$ cat src/rtl/spi_byte_master.sv
module spi_byte_master #(
  parameter int ADDR_W = 4,
  parameter int DIV_W  = 5
) (
  input  logic              clk,
  input  logic              rst_n,
  input  logic              bus_en,
  input  logic              bus_we,
  input  logic [ADDR_W-1:0] bus_addr,
  input  logic [31:0]       bus_wdata,
  output logic [31:0]       bus_rdata,
  output logic              spi_sck,
  output logic              spi_mosi,
  input  logic              spi_miso,
  output logic [2:0]        spi_cs
);
  localparam int NCS      = 3;
  localparam int BITS     = 8;
  localparam int CNT_W    = $clog2(BITS) + 1;
  localparam int DIV_LSB  = 32 - DIV_W;
  localparam int PAD_W    = DIV_LSB - 5;
  localparam int GO_BIT   = 1;
  localparam int LOOP_BIT = 3;
  localparam logic [ADDR_W-1:0] CTRL_OFS = '0;
  localparam logic [ADDR_W-1:0] DATA_OFS = ADDR_W'(4);

  logic [DIV_W-1:0] div_q, tick_q;
  logic [NCS-1:0]   cs_q;
  logic             loop_q, busy_q, sck_q;
  logic [BITS-1:0]  tx_q, txsh_q, rxsh_q, rx_q;
  logic [CNT_W-1:0] nbit_q;

  logic ctrl_wr, data_wr, go, half_done, rx_in;
  logic unused_wbits;

  assign ctrl_wr      = bus_en & bus_we & (bus_addr == CTRL_OFS);
  assign data_wr      = bus_en & bus_we & (bus_addr == DATA_OFS);
  assign go           = ctrl_wr & bus_wdata[GO_BIT] & ~busy_q;
  assign half_done    = (tick_q >= div_q);
  assign rx_in        = loop_q ? txsh_q[BITS-1] : spi_miso;
  assign unused_wbits = ^bus_wdata[DIV_LSB-1:BITS];

  assign spi_sck  = sck_q;
  assign spi_mosi = txsh_q[BITS-1];
  assign spi_cs   = cs_q;

  always_comb begin
    bus_rdata = '0;
    if (bus_en && !bus_we) begin
      if (bus_addr == CTRL_OFS)
        bus_rdata = {div_q, {PAD_W{1'b0}}, cs_q[2], loop_q, cs_q[1], busy_q, cs_q[0]};
      else if (bus_addr == DATA_OFS)
        bus_rdata = {{(32-BITS){1'b0}}, rx_q};
    end
  end

  for (genvar n = 0; n < NCS; n++) begin : g_cs
    always_ff @(posedge clk or negedge rst_n)
      if (!rst_n)       cs_q[n] <= 1'b1;
      else if (ctrl_wr) cs_q[n] <= bus_wdata[2*n];
  end

  always_ff @(posedge clk or negedge rst_n)
    if (!rst_n) begin
      div_q  <= '0;
      loop_q <= 1'b0;
    end else if (ctrl_wr) begin
      div_q  <= bus_wdata[31:DIV_LSB];
      loop_q <= bus_wdata[LOOP_BIT];
    end

  always_ff @(posedge clk or negedge rst_n)
    if (!rst_n)       tx_q <= '0;
    else if (data_wr) tx_q <= bus_wdata[BITS-1:0];

  always_ff @(posedge clk or negedge rst_n)
    if (!rst_n) begin
      busy_q <= 1'b0;
      sck_q  <= 1'b0;
      tick_q <= '0;
      nbit_q <= '0;
      txsh_q <= '0;
      rxsh_q <= '0;
      rx_q   <= '0;
    end else if (go) begin
      busy_q <= 1'b1;
      sck_q  <= 1'b0;
      tick_q <= '0;
      nbit_q <= '0;
      txsh_q <= tx_q;
    end else if (busy_q) begin
      if (!half_done) begin
        tick_q <= tick_q + 1'b1;
      end else begin
        tick_q <= '0;
        if (!sck_q) begin
          sck_q  <= 1'b1;
          rxsh_q <= {rxsh_q[BITS-2:0], rx_in};
          nbit_q <= nbit_q + 1'b1;
        end else begin
          sck_q <= 1'b0;
          if (nbit_q == CNT_W'(BITS)) begin
            busy_q <= 1'b0;
            rx_q   <= rxsh_q;
          end else begin
            txsh_q <= {txsh_q[BITS-2:0], 1'b0};
          end
        end
      end
    end

  assert_busy_start_R4: assert property (@(posedge clk) disable iff (!rst_n)
    $rose(busy_q) |-> $past(ctrl_wr && bus_wdata[GO_BIT]));
  assert_sck_idle_R5: assert property (@(posedge clk) disable iff (!rst_n)
    !busy_q |-> !spi_sck);
  assert_mosi_edge_R6: assert property (@(posedge clk) disable iff (!rst_n)
    (busy_q && $past(busy_q) && !$stable(spi_mosi)) |-> $fell(spi_sck));
  assert_cs_hold_R3: assert property (@(posedge clk) disable iff (!rst_n)
    !$past(ctrl_wr) |-> $stable(spi_cs));
  assert_rx_hold_R10: assert property (@(posedge clk) disable iff (!rst_n)
    (busy_q && $past(busy_q)) |-> $stable(rx_q));
  assert_no_restart_R9: assert property (@(posedge clk) disable iff (!rst_n)
    (busy_q && $past(busy_q)) |-> (nbit_q >= $past(nbit_q)));
endmodule

$ cat config.mk
export PLATFORM = sky130hd
export DESIGN_NAME = spi_byte_master
export DESIGN_NICKNAME = d
export VERILOG_FILES = /design/src/rtl/spi_byte_master.sv
export SDC_FILE = /design/constraint.sdc
export NUM_CORES = 1
export LEC_CHECK = 0
export BUFFER_PORTS_ARGS = -buffer_cell sky130_fd_sc_hd__buf_4
export CAP_MARGIN = 20
export CORE_AREA = 2 2 77 79
export DETAILED_ROUTE_END_ITERATION = 10
export DIE_AREA = 0 0 79 81
export PLACE_DENSITY = 0.86
export REMOVE_ABC_BUFFERS = 1
export SYNTH_ARGS = -nofsm -noshare
export SYNTH_HDL_FRONTEND = slang
export SYNTH_SLANG_ARGS = --single-unit
export TNS_END_PERCENT = 5
$ cat constraint.sdc
create_clock -name clk -period 2.2 [get_ports clk]
set_input_delay 0.22 -clock clk [delete_from_list [all_inputs] [get_ports clk]]
set_output_delay 0.22 -clock clk [all_outputs]
set_load 0.005 [all_outputs]
==> impl_metrics.ini <==
[run_status]
status = finished, final reports clean

[sta]
report.final.slew_viol_count = 0
finalHoldViolations = 0
finClkSkew_ps = 7.49
min_period_ps = 2000
slew_headroom = 0.577
rsz0062_at_grt = no
worst_slew_pin_slew_ps = 635
fmax_mhz = 500
tns_ps = 0
period_share = 0.908
final-setup-viol-count = 0

[drt]
vias = 1862
drtIter0Drc = 137
routed_wl_mm = 5.03
drt_first_pass_iters = 4
wl_per_cell_um = 13.7
wl_met3_um = 201
drt-vias-per-instance = 5.07
met1_length_mm = 2.17
detail-route-antenna-nets = 0
highest_layer = met4
route.met2.wl_mm = 2.58
drc = 0

[power_and_ir_drop]
p_sw_frac = 0.320
ir_worst_vdd_uv = 323
p_per_area_nw_per_um2 = 926
combPwrFrac = 0.274
power.internal_mw = 1.95
p_seq_frac = 0.500
p_clk_frac = 0.226
power.leakage_nw = 1.52
power_switching_uw = 918

[synth]
syn_avg_cell_area_um2 = 10.8
syn_area_um2 = 2690
async_reset_ff_frac = 1.00
synth_ff_type = dfrtp_1
yosys_warnings = 0
synth_seq_cells = 52
synth_cell_types = 44
synth_cells = 249
synth_edf_count = 0
ys_seq_area_frac = 0.486

[setup_path]
critPathCaptureType = flop
cp_slowest_cell = dfrtp_1
ff2ff_path_depth = 7
path_buf_inv = 1
crit_family = compound AO/OA/AOI/OAI gates
critical_path_class = flop to flop
arrival_ps = 2190
reg2reg_slack_ps = 200
slowest_delay_ps = 410
r2r_start = tick_q[0]
cp.required_ps = 2390
worst_setup_path_start_kind = flop
reg2reg_to = rx_q[0]
cp_cell_sequence = inv_1 > ha_1 > nor2b_1 > o21ai_2 > o2bb2ai_2 > and2b_2 > mux2_2
critPathMaxFanout = 9

[global_routing]
grt_pass1_wl_mm = 8.91
track_usage = 0.179
antenna_found_initial = 0
grt_pass1_vias = 1887
globalRoute.totalOverflow = 0
grt_max_degree = 53

[cts]
cts_root_buf = clkbuf_8
clk_latency_ps = 310
clockBufferDepth = 2
cts_tree = yes
cts_made_buffers = 5
clkTransAtPathRegs_ps = 90
clock-sinks = 52
cts_htree_levels = 2

[floorplan]
die_h_um = 81
start_util = 0.473
io_pins = 78
coreArea_um2 = 5680
fp-row-count = 28
die-area_um2 = 6400
die_x_um = 79

[hold_path]
hold_path_class = input pin to flop
whs_endpoint = div_q[3]
holdPathStages = 3
hp-start = bus_wdata[30]

[place]
hpwl_mm = 3.73
io_buffers = 39
gp_congestion = 0.867
postPlaceCellArea_um2 = 2980

[final_layout]
drive_above_1_share = 0.308
areaGrowthSynthToFinish_pct = 15.3
final_common_cell = dfrtp_1
layout.nets = 340
design_area_um2 = 3100
diodes = 0
mostFrequentLayoutCells = dfrtp_1, buf_4, nand2_1

[flow_run]
cap_violations = 0
## sequential cells by signal (all words and copies together) (netlist names)
| register | flops |
|---|---|
| rx_q | 8 |
| txsh_q | 8 |
| nbit_q | 4 |
| busy_q | 1 |
| rxsh_q | 8 |
| div_q | 5 |
| loop_q | 1 |
| spi_sck | 1 |
| tx_q | 8 |
| tick_q | 5 |
| spi_cs | 3 |
## cell families after synthesis
| kind of cell | after synthesis | synth area share |
|---|---|---|
| compound gates | 37 | 0.0978 |
| xor+xnor | 3 | 0.00978 |
| fa+ha+maj | 8 | 0.0373 |
| buf+inv | 38 | 0.0885 |
| flops | 52 | 0.486 |
| mux | 31 | 0.129 |
| other cells | 1 | 0.00140 |
| simple gates | 79 | 0.151 |
## worst max-delay path by stage
stage	start	cells after the start	slack (ps)	end
floorplan	tick_q[0]	7	210	rx_q[0]
global placement	tick_q[0]	7	120	rx_q[6]
detailed placement	tick_q[0]	7	90	rx_q[7]
CTS	tick_q[0]	7	80	rx_q[0]
global route	tick_q[0]	7	50	rx_q[0]
finish	tick_q[0]	7	200	rx_q[0]
## power groups by stage
stage	Combinational, mW	Sequential, mW	Clock (mW)
floorplan	0.560	1.39	0
global placement	0.747	1.44	0
detailed placement	0.783	1.45	0
CTS	0.795	1.43	0.655
global route	0.914	1.48	0.696
finish	0.787	1.43	0.647
## routing by layer
layer,up-vias,track usage
met5,-,0
met4,0,0.0586
met3,6,0.0411
met2,37,0.310
met1,916,0.222
li1,903,-
## layout make-up
| cell class | instances | area (µm²) |
|---|---|---|
| Inverter | 10 | 37.5 |
| Clock buffer | 6 | 72.6 |
| Tap cell | 75 | 93.8 |
| Sequential cell | 52 | 1310 |
| Clock inverter | 2 | 35.0 |
| Fill cell | 490 | 2580 |
| Multi-Input combinational cell | 177 | 1210 |
| Timing Repair Buffer | 45 | 340 |
## what timing repair did
item / 4_1_cts / 5_1_grt
endpoints found under the setup margin: 0 / 8
buffers inserted: 0 / 0
hold endpoints to repair: 49 / 0
gates resized for setup: 0 / 1
hold buffers: 1 / 0
## synthesized netlist by cell type, types with 5 or more instances
library cell,number,area share
ha_1,8,0.037
o21ai_0,13,0.024
o211ai_1,7,0.020
buf_4,22,0.061
nand2_1,30,0.042
dfrtp_1,49,0.46
mux2_2,26,0.11
nor2_1,8,0.011
a22oi_1,5,0.014
nand3_1,14,0.026
nor3_1,6,0.011
inv_1,10,0.014
and2_1,6,0.014
## through the flow
stage | setup WS, ps | util | std cells | hold WS (ps) | power [mW]
after floorplan | 211 | - | 239 | -75.6 | 1.95
after global placement | 118 | 0.525 | 358 | 284 | 2.19
after detailed placement | 91.4 | 0.525 | 358 | 284 | 2.23
after CTS | 78.0 | 0.545 | 367 | 112 | 2.88
after global routing | 53.2 | 0.546 | 367 | 112 | 3.09
final | 202 | 0.546 | 367 | 115 | 2.87
## tightest hold or removal path, cell delays in order
cell	delay, ps
buf_4	80
nand2_1	30
o21ai_0	50
No activity file was read; power rests on OpenSTA's default activity.
